### src/rtl/nci_pkg.sv
package nci_pkg;
  typedef enum logic [1:0] {
    TR_IDLE   = 2'b00,
    TR_BUSY   = 2'b01,
    TR_NONSEQ = 2'b10,
    TR_SEQ    = 2'b11
  } htrans_e;

  typedef enum logic [2:0] {
    BU_SINGLE = 3'b000,
    BU_INCR   = 3'b001,
    BU_WRAP4  = 3'b010,
    BU_INCR4  = 3'b011
  } hburst_e;

  localparam logic [2:0] SIZE_WORD = 3'b010;
  localparam int unsigned BURST_LEN = 4;
  localparam int unsigned INSTR_W = 32;
endpackage

### src/rtl/nci_burst_plan.sv
module nci_burst_plan
  import nci_pkg::*;
#(
  parameter int unsigned ADDR_W       = 32,
  parameter int unsigned REGION_BYTES = 1024
) (
  input  logic [ADDR_W-1:0] addr_i,
  input  logic              pf_en_i,
  output logic              burst_o,
  output logic [ADDR_W-1:0] next_o
);
  localparam int unsigned REGION_LSB   = $clog2(REGION_BYTES);
  localparam int unsigned IDX_W        = REGION_LSB - 2;
  localparam int unsigned REGION_WORDS = REGION_BYTES / 4;
  localparam logic [IDX_W-1:0] LAST_START = IDX_W'(REGION_WORDS - BURST_LEN);

  logic [IDX_W-1:0] word_idx;
  logic             fits;

  assign word_idx = addr_i[REGION_LSB-1:2];
  // all beats stay below the region boundary
  assign fits     = (word_idx <= LAST_START);
  assign burst_o  = pf_en_i & fits;
  assign next_o   = addr_i + (burst_o ? ADDR_W'(4 * BURST_LEN) : ADDR_W'(4));
endmodule

### src/rtl/nci_bus_master.sv
module nci_bus_master
  import nci_pkg::*;
#(
  parameter int unsigned ADDR_W = 32
) (
  input  logic              clk_i,
  input  logic              rst_ni,
  input  logic              hready_i,
  input  logic              flush_i,
  input  logic              start_i,
  input  logic [ADDR_W-1:0] start_addr_i,
  input  logic              start_burst_i,
  output logic [1:0]        htrans_o,
  output logic [2:0]        hburst_o,
  output logic [ADDR_W-1:0] haddr_o,
  output logic              capture_o,
  output logic              busy_o
);
  localparam int unsigned BEAT_W = $clog2(BURST_LEN);
  localparam logic [BEAT_W-1:0] LAST_BEAT = BEAT_W'(BURST_LEN - 1);

  logic              ap_valid_q, ap_burst_q, ap_keep_q;
  logic [BEAT_W-1:0] beat_q;
  logic [ADDR_W-1:0] addr_q;
  logic              dp_valid_q, dp_keep_q;

  always_ff @(posedge clk_i or negedge rst_ni) begin
    if (!rst_ni) begin
      ap_valid_q <= 1'b0;
      ap_burst_q <= 1'b0;
      beat_q     <= '0;
      addr_q     <= '0;
      dp_valid_q <= 1'b0;
    end else if (hready_i) begin
      dp_valid_q <= ap_valid_q;
      if (ap_valid_q) begin
        if (ap_burst_q && beat_q != LAST_BEAT) begin
          beat_q <= beat_q + 1'b1;
          addr_q <= addr_q + ADDR_W'(4);
        end else begin
          ap_valid_q <= 1'b0;
        end
      end else if (start_i) begin
        ap_valid_q <= 1'b1;
        ap_burst_q <= start_burst_i;
        beat_q     <= '0;
        addr_q     <= start_addr_i;
      end
    end
  end

  // keep flags: a flush orphans every beat already issued
  always_ff @(posedge clk_i or negedge rst_ni) begin
    if (!rst_ni) begin
      ap_keep_q <= 1'b0;
      dp_keep_q <= 1'b0;
    end else begin
      if (flush_i)                 ap_keep_q <= 1'b0;
      else if (hready_i && start_i) ap_keep_q <= 1'b1;
      if (flush_i)       dp_keep_q <= 1'b0;
      else if (hready_i) dp_keep_q <= ap_valid_q & ap_keep_q;
    end
  end

  always_comb begin
    htrans_o = TR_IDLE;
    if (ap_valid_q) htrans_o = (beat_q == '0) ? TR_NONSEQ : TR_SEQ;
    hburst_o = ap_burst_q ? BU_INCR4 : BU_SINGLE;
  end

  assign haddr_o   = addr_q;
  assign capture_o = hready_i & dp_valid_q & dp_keep_q & ~flush_i;
  assign busy_o    = ap_valid_q | dp_valid_q;
endmodule

### src/rtl/nci_word_buf.sv
module nci_word_buf
  import nci_pkg::*;
#(
  parameter int unsigned DEPTH = 4
) (
  input  logic               clk_i,
  input  logic               rst_ni,
  input  logic               clr_i,
  input  logic               wr_en_i,
  input  logic [INSTR_W-1:0] wr_data_i,
  input  logic               pop_i,
  output logic [INSTR_W-1:0] rd_data_o,
  output logic               empty_o
);
  localparam int unsigned IW = $clog2(DEPTH);
  localparam int unsigned PW = IW + 1;

  logic [INSTR_W-1:0] mem_q [DEPTH];
  logic [PW-1:0]      wr_ptr_q, rd_ptr_q;

  always_ff @(posedge clk_i) begin
    for (int i = 0; i < DEPTH; i++) begin
      if (wr_en_i && wr_ptr_q[IW-1:0] == IW'(i)) mem_q[i] <= wr_data_i;
    end
  end

  always_ff @(posedge clk_i or negedge rst_ni) begin
    if (!rst_ni) begin
      wr_ptr_q <= '0;
      rd_ptr_q <= '0;
    end else if (clr_i) begin
      wr_ptr_q <= '0;
      rd_ptr_q <= '0;
    end else begin
      if (wr_en_i)             wr_ptr_q <= wr_ptr_q + 1'b1;
      if (pop_i && !empty_o)   rd_ptr_q <= rd_ptr_q + 1'b1;
    end
  end

  assign empty_o   = (rd_ptr_q == wr_ptr_q);
  assign rd_data_o = mem_q[rd_ptr_q[IW-1:0]];
endmodule

### src/rtl/nci_fetch.sv
module nci_fetch
  import nci_pkg::*;
#(
  parameter int unsigned    ADDR_W       = 32,
  parameter int unsigned    REGION_BYTES = 1024,
  parameter logic [31:0]    RESET_ADDR   = 32'h0
) (
  input  logic               clk_i,
  input  logic               rst_ni,
  input  logic               flush_i,
  input  logic [ADDR_W-1:0]  pc_i,
  input  logic               thumb_i,
  input  logic               pf_en_i,
  input  logic               instr_ready_i,
  output logic               instr_valid_o,
  output logic [INSTR_W-1:0] instr_o,
  output logic [ADDR_W-1:0]  instr_pc_o,
  output logic [1:0]         htrans_o,
  output logic [2:0]         hburst_o,
  output logic [2:0]         hsize_o,
  output logic [ADDR_W-1:0]  haddr_o,
  input  logic               hready_i,
  input  logic [INSTR_W-1:0] hrdata_i
);
  logic [ADDR_W-1:0]  fetch_q, rd_pc_q, next_addr;
  logic               thumb_q;
  logic               burst, busy, capture, buf_empty, start, fire, pop;
  logic [INSTR_W-1:0] buf_word;
  logic [15:0]        half;
  logic               unused_pc0;

  assign unused_pc0 = pc_i[0];

  nci_burst_plan #(.ADDR_W(ADDR_W), .REGION_BYTES(REGION_BYTES)) u_plan (
    .addr_i  (fetch_q),
    .pf_en_i (pf_en_i),
    .burst_o (burst),
    .next_o  (next_addr)
  );

  nci_bus_master #(.ADDR_W(ADDR_W)) u_bus (
    .clk_i         (clk_i),
    .rst_ni        (rst_ni),
    .hready_i      (hready_i),
    .flush_i       (flush_i),
    .start_i       (start),
    .start_addr_i  (fetch_q),
    .start_burst_i (burst),
    .htrans_o      (htrans_o),
    .hburst_o      (hburst_o),
    .haddr_o       (haddr_o),
    .capture_o     (capture),
    .busy_o        (busy)
  );

  nci_word_buf #(.DEPTH(BURST_LEN)) u_buf (
    .clk_i     (clk_i),
    .rst_ni    (rst_ni),
    .clr_i     (flush_i | start),
    .wr_en_i   (capture),
    .wr_data_i (hrdata_i),
    .pop_i     (pop),
    .rd_data_o (buf_word),
    .empty_o   (buf_empty)
  );

  // new fetch only when idle, drained and not redirected
  assign start = hready_i & ~busy & buf_empty & ~flush_i;
  assign fire  = instr_valid_o & instr_ready_i & ~flush_i;
  assign pop   = fire & (~thumb_q | rd_pc_q[1]);

  always_ff @(posedge clk_i or negedge rst_ni) begin
    if (!rst_ni) begin
      fetch_q <= ADDR_W'(RESET_ADDR) & ~ADDR_W'(3);
      rd_pc_q <= ADDR_W'(RESET_ADDR) & ~ADDR_W'(3);
      thumb_q <= 1'b0;
    end else if (flush_i) begin
      fetch_q <= {pc_i[ADDR_W-1:2], 2'b00};
      rd_pc_q <= {pc_i[ADDR_W-1:2], pc_i[1] & thumb_i, 1'b0};
      thumb_q <= thumb_i;
    end else begin
      if (start) fetch_q <= next_addr;
      if (fire)  rd_pc_q <= rd_pc_q + (thumb_q ? ADDR_W'(2) : ADDR_W'(4));
    end
  end

  assign half          = rd_pc_q[1] ? buf_word[31:16] : buf_word[15:0];
  assign instr_valid_o = ~buf_empty;
  assign instr_o       = thumb_q ? {16'h0000, half} : buf_word;
  assign instr_pc_o    = rd_pc_q;
  assign hsize_o       = SIZE_WORD;
endmodule

### config.mk
export PLATFORM = sky130hd
export DESIGN_NAME = nci_fetch
export DESIGN_NICKNAME = d
export VERILOG_FILES = /design/src/rtl/nci_pkg.sv /design/src/rtl/nci_burst_plan.sv /design/src/rtl/nci_bus_master.sv /design/src/rtl/nci_word_buf.sv /design/src/rtl/nci_fetch.sv
export SDC_FILE = /design/constraint.sdc
export NUM_CORES = 1
export LEC_CHECK = 0
export BUFFER_PORTS_ARGS = -buffer_cell sky130_fd_sc_hd__buf_2
export CAP_MARGIN = 20
export CORE_MARGIN = 2
export CORE_UTILIZATION = 48
export CTS_CLUSTER_SIZE = 30
export DETAILED_ROUTE_END_ITERATION = 10
export HOLD_SLACK_MARGIN = 0.06
export PLACE_DENSITY_LB_ADDON = 0.15
export SYNTH_ARGS = -nofsm -noshare
export SYNTH_HDL_FRONTEND = slang
export SYNTH_HIERARCHICAL = 1
export SYNTH_SLANG_ARGS = --single-unit
### constraint.sdc
create_clock -name clk_i -period 5.6 [get_ports clk_i]
set_input_delay 0.28 -clock clk_i [delete_from_list [all_inputs] [get_ports clk_i]]
set_output_delay 0.28 -clock clk_i [all_outputs]
set_load 0.02 [all_outputs]
# After elaboration in Yosys (flattened, before gate mapping)
# Memory sizes are Yosys's and may differ from the RTL's.
# Index checks and enable logic that the tools add are counted.
[word_totals] inputBits=71 mem_count=1 romBits=0 wordCells=113 ram_bits=128 latchBits=0 ff_bits=110
[classes] n_reduce_logical=22 div=0 add_sub_neg=6 magnitude_cmp=1 n_eq_ne=6 n_mul=0 bitwise_logic=20 mux=45 shift=0
[memory_table] name="u_buf.mem_q" words=4 width=32 read_ports=1 rd_clocked_by_memory_dff=0 wr=1 line_no="nci_word_buf.sv:18" source="logic [INSTR_W-1:0] mem_q [DEPTH];"
[ops] cell="32-bit two-way mux" count=11
[ops] cell="32-bit OR reduction" count=3
[ops] cell="32-bit by 3-bit adder with 32-bit output" count=1
[ops] cell="32-bit by 3-bit adder with 32-bit output (second input constant)" count=1
[ops] cell="32-bit adder" count=1
[ops] cell="1-bit two-way mux" count=19
[ops] cell="16-bit two-way mux" count=1
[ops] cell="2-bit two-way mux" count=8
[ops] cell="3-bit two-way mux" count=5
[ops] cell="2-bit nonzero test" count=7
[ops] cell="1-bit AND" count=12
[ops] cell="8-bit less-or-equal comparator (second input constant)" count=1
[ops] cell="1-bit logical AND" count=7
[ops] cell="3-bit by 1-bit adder with 3-bit output (second input constant)" count=2
[ops] cell="3-bit AND reduction" count=2
[ops] cell="5-bit two-way mux" count=1
[ops] cell="1-bit inverter" count=5
[ops] cell="2-bit equality test (second input constant)" count=2
[ops] cell="2-bit logical NOT" count=2
[ops] cell="2-bit inequality test (second input constant)" count=2
[ops] cell="3-bit equality test" count=1
[ops] cell="1-bit bitwise OR" count=3
[ops] cell="2-bit by 1-bit adder with 2-bit output (second input constant)" count=1
[ops] cell="2-bit by 1-bit equality test with 1-bit output (second input constant)" count=1
[ops] cell="1-bit logical NOT" count=1

# Depth between registers and ports, before layout
[logic_depth] depth_word=10 mapped_depth=12

# Hierarchy
# The synthesis kept the hierarchy.
[by_module_without_submodules] module="nci_word_buf" area_per_inst_um2=5071.1 cells_per_inst=214 seq_area_each_um2=3993.8 n_inst=1
[by_module_without_submodules] module="nci_fetch" area_per_inst_um2=3684.8 cells_per_inst=408 seq_area_each_um2=1601.5 n_inst=1
[by_module_without_submodules] module="nci_bus_master" area_per_inst_um2=2394.8 cells_per_inst=290 seq_area_each_um2=975.9 n_inst=1
[by_module_without_submodules] module="nci_burst_plan" area_per_inst_um2=630.6 cells_per_inst=87 seq_area_each_um2=0.0 n_inst=1

# Worst setup path before layout
# No wires, ideal clock.
[synth_path] kind="register -> register" startpoint="reg u_buf.rd_ptr_q[1]" endpoint="reg u_buf.rd_ptr_q[0]" path_stages_with_launch=11 slack_ns=2.959 n_path_buf=2 arrival_ns=2.509 t_required_ns=5.469 cell_sequence="dfrtp_1 > buf_6 > xnor2_1 > and3_1 > nand3b_1 > and2_1 > inv_2 > clkbuf_1 > and2b_1 > and4_1 > or3_1"
[synth_between] elab_chain_cells=7 word_cells_on_any_way=12 classes_between="1 x eq/ne; 1 x mux; 7 x bitwise; 3 x reduce/logical"
[synth_lines] element="from (decl)" line_no="nci_word_buf.sv:19" source="logic [PW-1:0] wr_ptr_q, rd_ptr_q;"
[synth_lines] element="from (signal assigned)" line_no="nci_word_buf.sv:36" source="if (pop_i && !empty_o) rd_ptr_q <= rd_ptr_q + 1'b1;"
[synth_lines] element="3-bit equality test (*)" line_no="nci_word_buf.sv:40" source="assign empty_o = (rd_ptr_q == wr_ptr_q);"
[synth_lines] element="net buf_empty" line_no="nci_fetch.sv:27" source="logic burst, busy, capture, buf_empty, start, fire, pop;"
[synth_lines] element="1-bit inverter" line_no="nci_fetch.sv:88" source="assign instr_valid_o = ~buf_empty;"
[synth_lines] element="1-bit AND (2 in a row)" line_no="nci_fetch.sv:69" source="assign fire = instr_valid_o & instr_ready_i & ~flush_i;"
[synth_lines] element="1-bit AND" line_no="nci_fetch.sv:70" source="assign pop = fire & (~thumb_q | rd_pc_q[1]);"
[synth_lines] element="1-bit logical AND" line_no="nci_word_buf.sv:36"
[synth_lines] element="2-bit nonzero test (no source line)"
# Mark *: on every way through the listed nets, which the timed path passes. The rest lies on a longest branch.
# A chain may end at the register's enable or synchronous reset.

# Final worst setup path
[layout_path] startpoint="reg thumb_q" endpoint="reg rd_pc_q[25], in the netlist instr_pc_o[25]"
[layout_between] elab_chain_cells=4
[layout_lines] element="from (decl)" line_no="nci_fetch.sv:26" source="logic thumb_q;"
[layout_lines] element="from (signal assigned)" line_no="nci_fetch.sv:80" source="thumb_q <= thumb_i;"
[layout_lines] element="3-bit two-way mux" line_no="nci_fetch.sv:83" source="if (fire) rd_pc_q <= rd_pc_q + (thumb_q ? ADDR_W'(2) : ADDR_W'(4));"
[layout_lines] element="32-bit by 3-bit adder with 32-bit output" line_no="nci_fetch.sv:83"
[layout_lines] element="32-bit two-way mux" line_no="nci_fetch.sv:83"
[layout_lines] element="32-bit two-way mux" line_no="nci_fetch.sv:77" source="end else if (flush_i) begin"
[layout_lines] element="to (signal assigned)" line_no="nci_fetch.sv:75" source="rd_pc_q <= ADDR_W'(RESET_ADDR) & ~ADDR_W'(3);"
[layout_lines] element="to (signal assigned)" line_no="nci_fetch.sv:79" source="rd_pc_q <= {pc_i[ADDR_W-1:2], pc_i[1] & thumb_i, 1'b0};"
[layout_lines] element="to (signal assigned)" line_no="nci_fetch.sv:83"
[layout_lines] element="to (decl)" line_no="nci_fetch.sv:25" source="logic [ADDR_W-1:0] fetch_q, rd_pc_q, next_addr;"
# Every way passes these cells. The select of a mux whose other input is x is not followed.

==> reports/metrics.cfg <==
[clocking]
clk_pin_slew_ns = 0.06
cts.sinks = 237
cts_root_buf = clkbuf_16
holdBufCountCts = 57
cts_tree = yes
cts-resized-gates = 0
post-cts-setup-buffer-count = 0
clkLatencyLatePin_ns = 0.55
clockBufferDepth = 3
cts_buffers = 26
h-tree-depth = 1

[global_routing]
grt_max_degree = 76
grt_pass1_wl_um = 45000
overflow = 0
grtUsageTotal_pct = 21.9
grt_pass1_vias = 8493
grt_antenna_before_repair = 0

[synthesis]
synthFlopType = edfxtp_1
synth-edff-count = 128
ys_seq_area_share_pct = 55.8
synthAdderAreaFrac_pct = 1.66
synth.top_cells.by_count = 128 x edfxtp_1, 112 x nand2_1, 109 x dfrtp_1
synth_area_per_cell_um2 = 11.8
netlist_area_um2 = 11800
synth_compound_area_share_pct = 10.2
synth_top_cell_area_share_pct = 32.6
synthXorXnorAreaFrac_pct = 3.19
synth_area_leader_cell = edfxtp_1
ys_types = 68
synthSimpleGateAreaFrac_pct = 15.8
synthMuxAreaShare_pct = 9.78
synth.area.top_cells = edfxtp_1 33%, dfrtp_1 23%, mux4_2 6.1%
synth_top_family_by_area = simple AND/OR/NAND/NOR gates
synth_most_common_cell = edfxtp_1
synth-seq-cells = 237
yosysWarningCount = 6
async_flop_share_pct = 46.0
syn_inst = 999

[die]
initial_core_util_pct = 48.7
die_w_um = 161
ios = 176
die_area_um2 = 25800
die_height_um = 161
fp-row-count = 57
core_region_area_um2 = 24200

[timing]
hold_violations = 0
finalSetupViolations = 0
finalCritPeriodShare_pct = 65.3
fin_hold_ws_ns = 0.0665
min_period_ns = 3.66
fin_worst_skew_ns = 0.0185
rsz0062_at_grt = false
finalSetupTns_ns = 0
slew_violations = 0
clock.fmax_ghz = 0.274
tightest_slew_ns = 0.977
maxSlewHeadroom_pct = 34.9

[worst_setup_path]
arrival_ns = 4.12
start_kind = flip-flop
endpoint_kind = flip-flop
cp_max_fo = 21
rr_worst_depth = 7
critPathKind = flip-flop to flip-flop
setup.worst_path.start = thumb_q
r2r_start = thumb_q
crit_required_ns = 6.06

[routing]
route.detailed.drc = 0
drt-total-wl_um = 28900
ant_nets = 0
dr.pass1.iters = 6
drt-initial-drc-count = 572
dr_total_vias = 8708
viasPerCell = 5.63
routedWlPerCell_um = 18.6

[layout]
drive_gt1_share_pct = 23.4
design.final.nets = 1291
stdcell_area_um2 = 14200
fin_util_pct = 58.8
antennaDiodeCount = 0
areaGrowthSynthToFinish_pct = 20.7
finalNonFillerCells = 1548

[placed_design]
place_congestion = 0.804
io_buffers = 169
dp_cells = 1444
dp_hpwl_um = 18900
postPlaceCellArea_um2 = 12800

[outcome]
status = completed

[power_and_ir_drop]
peakVddDrop_uv = 246
powerDensity_nw_per_um2 = 373
cellLeakagePower_nw = 5.50

[hold_path]
min_path_cells = 3
worstHoldStart = pc_i[26]
hold_path_class = input port to flip-flop

[job]
cap_violations = 0

layout make-up:
| class | count | area (µm²) |
|---|---|---|
| Fill cell | 2020 | 9950 |
| Sequential cell | 237 | 6570 |
| Multi-Input combinational cell | 677 | 4810 |
| Timing Repair Buffer | 239 | 1520 |
| Clock buffer | 35 | 694 |
| Tap cell | 324 | 405 |
| Clock inverter | 12 | 134 |
| Inverter | 24 | 90.1 |
path summary, 6_finish.rpt:
kind / end / slack [ns]
worst min register to register: u_bus/haddr_o[1] / 0.47
max in group asynchronous: instr_pc_o[4] / 4.04
worst max register to register: instr_pc_o[25] / 1.94
worst max-delay path: instr_pc_o[25] / 1.94
min in group asynchronous: u_bus/haddr_o[19] / 0.34
worst min-delay path: instr_pc_o[26] / 0.07
report_power, final:
group | internal (mW) | leakage, nW | switching [mW]
registers | 2.05 | 2.45 | 0.342
clock network | 0.965 | 0.403 | 0.690
logic | 0.492 | 2.65 | 0.764
critical path: stages (launching register included):
cell	delay (ns)
dfrtp_1	0.98
ha_1	0.31
inv_1	0.06
fa_1	0.39
and3b_1	0.27
nand4_1	0.66
or4_1	0.72
a31oi_1	0.17
layer usage:
layer  global-route usage (%)  part of all wire [%]  routed length [µm]
met2                     40.2                    51               14800
met5                        0                     0                   0
met3                     3.15                   4.6                1330
met4                     5.65                   2.5                 728
met1                     27.1                    42               12000
through the flow:
stage	total power [mW]	setup slack, ns
3_5_place_dp	3.65	1.96
4_1_cts	5.34	1.92
2_1_floorplan	3.21	2.96
6_report	5.31	1.94
5_1_grt	5.56	1.66
3_3_place_gp	3.62	2.07
sequential cells by signal, indices dropped and copies added (netlist names), 2 cells and up:
name and flops:
fetch_q 32, instr_pc_o 31, u_buf/mem_q 128, u_buf/rd_ptr_q 3
u_buf/wr_ptr_q 3, u_bus/beat_q 2, u_bus/haddr_o 32
logic make-up (layout without fill, tap and decap cells):
family	count (synthesis)	in the layout
AO/OA/AOI/OAI	194	194
buffers and inverters	87	310
multiplexers	73	73
flip-flops	237	237
adder cells (fa/ha/maj)	15	15
AND/OR/NAND/NOR	348	348
XOR/XNOR	42	42
other	3	5
layout by cell type (no fill, tap or decap), types with 15 or more instances in the layout:
master,count
nand2_1,112
xnor2_1,33
mux2i_1,24
mux4_2,32
or4_1,20
o21ai_0,51
o31ai_1,17
clkbuf_16,26
dlygate4sd3_1,57
and3_1,15
mux2_2,17
nand3_1,32
edfxtp_1,128
a2bb2oi_1,15
buf_2,168
nor2b_1,20
a31oi_1,31
nand4_1,30
dfrtp_1,107
inv_1,23
a21oi_1,42
nor2_1,61
No activity file was read; power rests on OpenSTA's default activity.
